--- src/rtl/dm_pkg.sv ---
package dm_pkg;
  localparam int unsigned ROWS = 8;
  localparam int unsigned COLS = 8;
  localparam int unsigned TABLE_GLYPHS = 7;

  typedef logic [COLS-1:0]      col_t;
  typedef logic [ROWS*COLS-1:0] plane_t;

  typedef struct packed {
    plane_t red;
    plane_t grn;
  } glyph_t;

  // Built-in glyph art; byte r of a plane is row r, bit c is column c.
  function automatic glyph_t glyph_lookup(input logic [2:0] idx);
    glyph_t g;
    g = '0;
    case (idx)
      3'd0: g.red = 64'h81818199_99A5C381;                      // letter W
      3'd1: g.grn = 64'h66FFFFFF_7E3C1800;                      // heart
      3'd2: begin
        g.red = 64'hFF818181_818181FF;                          // frame
        g.grn = 64'hFF818181_818181FF;
      end
      3'd3: begin
        g.red = 64'h80402010_08040201;                          // cross
        g.grn = 64'h01020408_10204080;
      end
      3'd4: begin
        g.red = 64'hAA55AA55_AA55AA55;                          // checker
        g.grn = 64'h55AA55AA_55AA55AA;
      end
      3'd5: g.grn = 64'h183C7EFF_18181818;                      // up arrow
      3'd6: g.red = 64'h3C42A581_A599423C;                      // face
      default: g = '0;
    endcase
    return g;
  endfunction
endpackage

--- src/rtl/dm_debounce.sv ---
module dm_debounce #(
  parameter int unsigned STABLE_TICKS = 2_000_000
) (
  input  logic clk,
  input  logic rst_n,
  input  logic raw_in,
  output logic level_out
);
  localparam int unsigned CW = $clog2(STABLE_TICKS + 1);
  localparam logic [CW-1:0] LAST = CW'(STABLE_TICKS - 1);

  logic          sync_q1, sync_q2;
  logic          level_q, level_d;
  logic [CW-1:0] cnt_q, cnt_d;

  // two-stage synchroniser
  always_ff @(posedge clk or negedge rst_n) begin
    if (!rst_n) begin
      sync_q1 <= 1'b0;
      sync_q2 <= 1'b0;
    end else begin
      sync_q1 <= raw_in;
      sync_q2 <= sync_q1;
    end
  end

  // stability filter: adopt the new level after STABLE_TICKS differing cycles
  always_comb begin
    level_d = level_q;
    cnt_d   = '0;
    if (sync_q2 != level_q) begin
      if (cnt_q == LAST) begin
        level_d = sync_q2;
        cnt_d   = '0;
      end else begin
        cnt_d = cnt_q + 1'b1;
      end
    end
  end

  always_ff @(posedge clk or negedge rst_n) begin
    if (!rst_n) begin
      level_q <= 1'b0;
      cnt_q   <= '0;
    end else begin
      level_q <= level_d;
      cnt_q   <= cnt_d;
    end
  end

  assign level_out = level_q;
endmodule

--- src/rtl/dm_press_edge.sv ---
module dm_press_edge (
  input  logic clk,
  input  logic rst_n,
  input  logic level_in,
  output logic press_pulse
);
  logic prev_q;

  always_ff @(posedge clk or negedge rst_n) begin
    if (!rst_n) prev_q <= 1'b0;
    else        prev_q <= level_in;
  end

  assign press_pulse = level_in & ~prev_q;
endmodule

--- src/rtl/dm_row_scan.sv ---
module dm_row_scan #(
  parameter int unsigned SCAN_DIV = 12_500,
  parameter int unsigned ROWS     = 8
) (
  input  logic                    clk,
  input  logic                    rst_n,
  output logic [$clog2(ROWS)-1:0] row_idx
);
  localparam int unsigned PW = (SCAN_DIV > 1) ? $clog2(SCAN_DIV) : 1;
  localparam int unsigned RW = $clog2(ROWS);
  localparam logic [PW-1:0] PLAST = PW'(SCAN_DIV - 1);
  localparam logic [RW-1:0] RLAST = RW'(ROWS - 1);

  logic [PW-1:0] pre_q, pre_d;
  logic [RW-1:0] row_q, row_d;
  logic          scan_en;

  always_comb begin
    scan_en = (pre_q == PLAST);
    pre_d   = scan_en ? '0 : pre_q + 1'b1;
    row_d   = row_q;
    if (scan_en) row_d = (row_q == RLAST) ? '0 : row_q + 1'b1;
  end

  always_ff @(posedge clk or negedge rst_n) begin
    if (!rst_n) begin
      pre_q <= '0;
      row_q <= '0;
    end else begin
      pre_q <= pre_d;
      if (scan_en) row_q <= row_d;
    end
  end

  assign row_idx = row_q;
endmodule

--- src/rtl/dm_glyph_rom.sv ---
module dm_glyph_rom
  import dm_pkg::*;
#(
  parameter int unsigned IW = 3
) (
  input  logic [IW-1:0] glyph_idx,
  input  logic [2:0]    row_idx,
  output col_t          red_word,
  output col_t          grn_word
);
  glyph_t g;

  always_comb begin
    g        = glyph_lookup(3'(glyph_idx));
    red_word = g.red[row_idx*COLS +: COLS];
    grn_word = g.grn[row_idx*COLS +: COLS];
  end
endmodule

--- src/rtl/dm_matrix_top.sv ---
module dm_matrix_top
  import dm_pkg::*;
#(
  parameter int unsigned DEB_TICKS  = 2_000_000,
  parameter int unsigned SCAN_DIV   = 12_500,
  parameter int unsigned NUM_GLYPHS = 7
) (
  input  logic       clk,
  input  logic       rst_n,
  input  logic       btn_raw,
  output logic [7:0] red_col,
  output logic [7:0] grn_col,
  output logic [7:0] row_sel_n
);
  localparam int unsigned IW = $clog2(NUM_GLYPHS);
  localparam logic [IW-1:0] GLAST = IW'(NUM_GLYPHS - 1);

  logic          btn_level;
  logic          step_pulse;
  logic [2:0]    row_idx;
  logic [IW-1:0] glyph_idx, glyph_d;
  col_t          red_w, grn_w;
  col_t          red_q, grn_q, row_q;
  col_t          row_d;

  dm_debounce #(.STABLE_TICKS(DEB_TICKS)) u_deb (
    .clk(clk), .rst_n(rst_n), .raw_in(btn_raw), .level_out(btn_level)
  );

  dm_press_edge u_edge (
    .clk(clk), .rst_n(rst_n), .level_in(btn_level), .press_pulse(step_pulse)
  );

  dm_row_scan #(.SCAN_DIV(SCAN_DIV), .ROWS(ROWS)) u_scan (
    .clk(clk), .rst_n(rst_n), .row_idx(row_idx)
  );

  dm_glyph_rom #(.IW(IW)) u_rom (
    .glyph_idx(glyph_idx), .row_idx(row_idx), .red_word(red_w), .grn_word(grn_w)
  );

  // glyph index: one step per press pulse, wrapping at the table end
  always_comb begin
    glyph_d = (glyph_idx == GLAST) ? '0 : glyph_idx + 1'b1;
    row_d   = ~(col_t'(1) << row_idx);
  end

  always_ff @(posedge clk or negedge rst_n) begin
    if (!rst_n) glyph_idx <= '0;
    else if (step_pulse) glyph_idx <= glyph_d;
  end

  // registered drive; dark and deselected while in reset
  always_ff @(posedge clk or negedge rst_n) begin
    if (!rst_n) begin
      red_q <= '0;
      grn_q <= '0;
      row_q <= '1;
    end else begin
      red_q <= red_w;
      grn_q <= grn_w;
      row_q <= row_d;
    end
  end

  assign red_col   = red_q;
  assign grn_col   = grn_q;
  assign row_sel_n = row_q;
endmodule

--- config.mk ---
export PLATFORM = sky130hd
export DESIGN_NAME = dm_matrix_top
export DESIGN_NICKNAME = d
export VERILOG_FILES = /design/src/rtl/dm_pkg.sv /design/src/rtl/dm_debounce.sv /design/src/rtl/dm_press_edge.sv /design/src/rtl/dm_row_scan.sv /design/src/rtl/dm_glyph_rom.sv /design/src/rtl/dm_matrix_top.sv
export SDC_FILE = /design/constraint.sdc
export NUM_CORES = 1
export LEC_CHECK = 0
export BUFFER_PORTS_ARGS = -buffer_cell sky130_fd_sc_hd__buf_4
export CORE_ASPECT_RATIO = 0.5
export CORE_UTILIZATION = 55
export CTS_BUF_LIST = sky130_fd_sc_hd__clkbuf_4
export CTS_CLUSTER_DIAMETER = 150
export CTS_CLUSTER_SIZE = 8
export DETAILED_ROUTE_END_ITERATION = 8
export PLACE_DENSITY = 0.78
export SLEW_MARGIN = 5
export SYNTH_ARGS = -nofsm -noshare
export SYNTH_HDL_FRONTEND = slang
export SYNTH_SLANG_ARGS = --single-unit
--- constraint.sdc ---
create_clock -name clk -period 1.9 [get_ports clk]
set_input_delay 0 -clock clk [delete_from_list [all_inputs] [get_ports clk]]
set_output_delay 0 -clock clk [all_outputs]
set_load 0.02 [all_outputs]
==> flow_metrics.env <==
export IMPL_status="finished, final reports clean"
export IMPL_drc_errors=0
export IMPL_synth_top_area_cell="dfrtp_1"
export IMPL_num_vias=3117
export IMPL_crit_path_end_kind="flip-flop"
export IMPL_cts_sinks=69
export IMPL_critPathLaunchType="flip-flop"
export IMPL_use_met1_pct=29.9
export IMPL_h_tree_depth=3
export IMPL_numCtsBuffers=9
export IMPL_p_leak_nw=1.80
export IMPL_final_setup_tns_ns=0
export IMPL_ys_ff_latch=69
export IMPL_final_hold_viol_count=0
export IMPL_num_rows=21
export IMPL_placedCellCount=508
export IMPL_yosysSeqAreaShare_pct=45.2
export IMPL_grt_start_max_net_pins=70
export IMPL_antenna_found_initial=0
export IMPL_syn_cell_area_um2=3840
export IMPL_rrSetupSlack_ns=0.09
export IMPL_rsz0062_at_grt="false"
export IMPL_final_area_um2=4330
export IMPL_required_ns=2.21
export IMPL_ys_top_cells_by_area="dfrtp_1 40%, dfstp_2 5.5%, xor2_1 3.4%, o21ai_0 3.3%, a21oi_1 3.0%"
export IMPL_max_cap_viol_count=0
export IMPL_cts_tree="done"
export IMPL_grt_pass1_wl_mm=13.7
export IMPL_clkTransAtPathRegs_ns=0.11
export IMPL_grt_use_met3_pct=9.35
export IMPL_slew_headroom_pct=43.6
export IMPL_fin_crit_sh_pct=95.3
export IMPL_cp_startpoint="u_deb.cnt_q[17]"
export IMPL_coreArea_um2=6730
export IMPL_path_max_fanout=5
export IMPL_fmax_mhz=552
export IMPL_worstRegToRegCells=4
export IMPL_synth_top_flop_cell="dfrtp_1"
export IMPL_synth_edf_count=0
export IMPL_synth_top_area_share_pct=39.8
export IMPL_syn_area_per_cell_um2=9.62
export IMPL_maxSlewViolCount=0
export IMPL_start_util_pct=57.1
export IMPL_post_cts_setup_buffer_count=0
export IMPL_grt_pass1_vias=2944
export IMPL_drt_iter0_drc=331
export IMPL_root_buffer="clkbuf_4"
export IMPL_n_antenna_cell=0
export IMPL_busiest_layer="met2"
export IMPL_ys_async_sr_fraction_pct=100
export IMPL_drive_above_1_share_pct=23.3
export IMPL_viasPerCell=5.93
export IMPL_area_growth_pct=12.7
export IMPL_synthCells=399
export IMPL_syn_nets=411
export IMPL_die_y_um=61.1
export IMPL_worstSetupPathType="reg -> reg"
export IMPL_ir_drop_mv=0.415
export IMPL_clockBufferDepth=2
export IMPL_yosysUniqueCellTypes=65
export IMPL_p_per_area_nw_per_um2=540
export IMPL_final_cells=526
export IMPL_wl_per_cell_um=16.2
export IMPL_setup_viol_count_final=0
export IMPL_min_path_type="in -> async"
export IMPL_skew_ns=0.0107
export IMPL_tightest_slew_ns=0.847
export IMPL_crit_path_end="u_deb.level_out"
export IMPL_nNetsFinal=441
export IMPL_timing_final_crit_period_ns=1.81
export IMPL_ant_nets=0
export IMPL_first_pass_iters=5
export IMPL_worstPathArrival_ns=2.12
export IMPL_ios=27
export IMPL_placed_cell_area_um2=4190
export IMPL_grt_ovfl_total=0
export IMPL_reg2reg_to="u_deb.level_out"
export IMPL_port_buffers=26
export IMPL_die_w_um=120
export IMPL_ys_warnings_count=0
export IMPL_dp_hpwl_mm=5.76
export IMPL_met2_usage_pct=41.9
export IMPL_grt_usage_pct=24.6
export IMPL_fillerInstances=542
export IMPL_die_area_um2=7340
export IMPL_clock_latency_ns=0.43
export IMPL_drt_wl_total_mm=8.52
export IMPL_worstReg2RegStart="u_deb.cnt_q[17]"
export IMPL_gp_congestion=0.886
[cell type report]
cell class,instances,area [µm²],area share [%]
Sequential cell,69,1740,40.2
Tap cell,92,115,2.66
Clock inverter,4,16.3,0.376
Clock buffer,12,90.1,2.08
Inverter,15,56.3,1.30
Timing Repair Buffer,47,395,9.14
Multi-Input combinational cell,287,1920,44.3
[critical path, cell delays in order (launching register included)]
cell and delay, ns:
dfrtp_1 0.43, nand3_2 0.12, or4b_4 0.53, nor3_1 0.27, mux2_1 0.34
[worst min path at each step]
| stage | slack, ns | endpoint | depth (start not counted) | from |
|---|---|---|---|---|
| after floorplan | -0.30 | glyph_idx[0] | 0 | rst_n |
| after global placement | 0.11 | u_deb.sync_q1 | 1 | btn_raw |
| after detailed placement | 0.11 | u_deb.sync_q1 | 1 | btn_raw |
| after CTS | 0.19 | u_deb.sync_q1 | 2 | btn_raw |
| after global routing | 0.19 | u_deb.sync_q1 | 2 | btn_raw |
| final | 0.21 | u_deb.cnt_q[20] | 2 | rst_n |
[power breakdown]
group | leakage (nW) | internal, mW | switching, mW | total [mW]
Sequential | 0.903 | 1.48 | 0.00660 | 1.48
Clock | 0.0638 | 0.299 | 0.495 | 0.794
Combinational | 0.830 | 0.0155 | 0.0453 | 0.0608
Total | 1.80 | 1.79 | 0.547 | 2.34
[synth_stat cells, types with 3 or more instances]
cell / number
and2_1: 3
o21a_1: 3
buf_2: 7
nor2_1: 17
nor2b_1: 3
a211oi_1: 7
nand4b_1: 3
and4_1: 6
a21o_1: 3
o21ai_0: 25
nand4_1: 8
xnor2_1: 11
or3_1: 5
nor3_1: 7
inv_1: 12
nor4_1: 3
a31oi_1: 5
o32ai_1: 3
nor2_2: 12
nand2_1: 23
or2_2: 3
o31ai_1: 5
nand2b_1: 12
dfstp_2: 8
clkbuf_1: 16
a21oi_2: 8
xor2_1: 15
nand3b_1: 4
and3_1: 4
dfrtp_1: 61
ha_1: 9
nand3_1: 19
o22ai_1: 6
a21oi_1: 23
[timing repair]
action | CTS | global route
resized for setup | 0 | 3
endpoints found under the hold margin | 62 | 0
endpoints found under the setup margin | 0 | 8
hold buffers | 2 | 0
[cells in the final DEF, fill, tap and decap left out, types with 3 or more instances in the layout]
cell and n:
dfstp_2 8, a21oi_1 23, dfrtp_1 60, nand3b_1 4, o31ai_1 5, nor4_1 3
xnor2_1 11, clkinv_1 5, buf_12 3, nor3_1 7, clkbuf_4 12, nand2b_1 12
nand4_1 8, nand2_1 23, o32ai_1 3, or2_2 3, and3_1 4, o22ai_1 6
nand3_1 19, a211oi_1 7, nor2b_1 3, inv_1 11, nor2_2 12, xor2_1 15
o21ai_0 25, nand4b_1 3, nor2_1 17, a31oi_1 5, a21o_1 3, ha_1 9
or3_1 5, buf_4 42, and4_1 6, a21oi_2 8, o21a_1 3, and2_1 3
[logic make-up after synthesis]
| kind of cell | Yosys count | share of synthesized area (%) |
|---|---|---|
| buf+inv | 43 | 5.02 |
| xor+xnor | 26 | 5.93 |
| simple gates | 146 | 22.3 |
| mux | 2 | 0.587 |
| fa+ha+maj | 9 | 2.93 |
| flops | 69 | 45.2 |
| compound gates | 104 | 18.0 |
[state kept, by name, summed over array words and instances (netlist names)]
signal,flops
glyph_idx,3
row_sel_n,8
u_edge.prev_q,1
red_col,8
u_deb.level_out,1
u_scan.pre_q,14
u_deb.cnt_q,21
u_deb.sync_q2,1
u_deb.sync_q1,1
u_scan.row_idx,3
grn_col,8
[through the flow]
step / util [%] / power [mW] / hold WS [ns] / worst slack (ns)
after floorplan: - / 1.53 / -0.296 / -0.00459
after CTS: 64.2 / 2.36 / 0.192 / 0.0824
after global routing: 64.3 / 2.44 / 0.189 / 0.00271
after detailed placement: 62.3 / 1.57 / 0.114 / 0.111
final: 64.3 / 2.34 / 0.209 / 0.0884
after global placement: 62.3 / 1.57 / 0.111 / 0.194
[per-layer routing]
| layer | routed length (µm) | part of all wire (%) |
|---|---|---|
| met5 | 0 | 0 |
| met4 | 115 | 1.4 |
| met3 | 448 | 5.3 |
| met2 | 4200 | 49 |
| met1 | 3750 | 44 |
No activity file was read; power rests on OpenSTA's default activity.
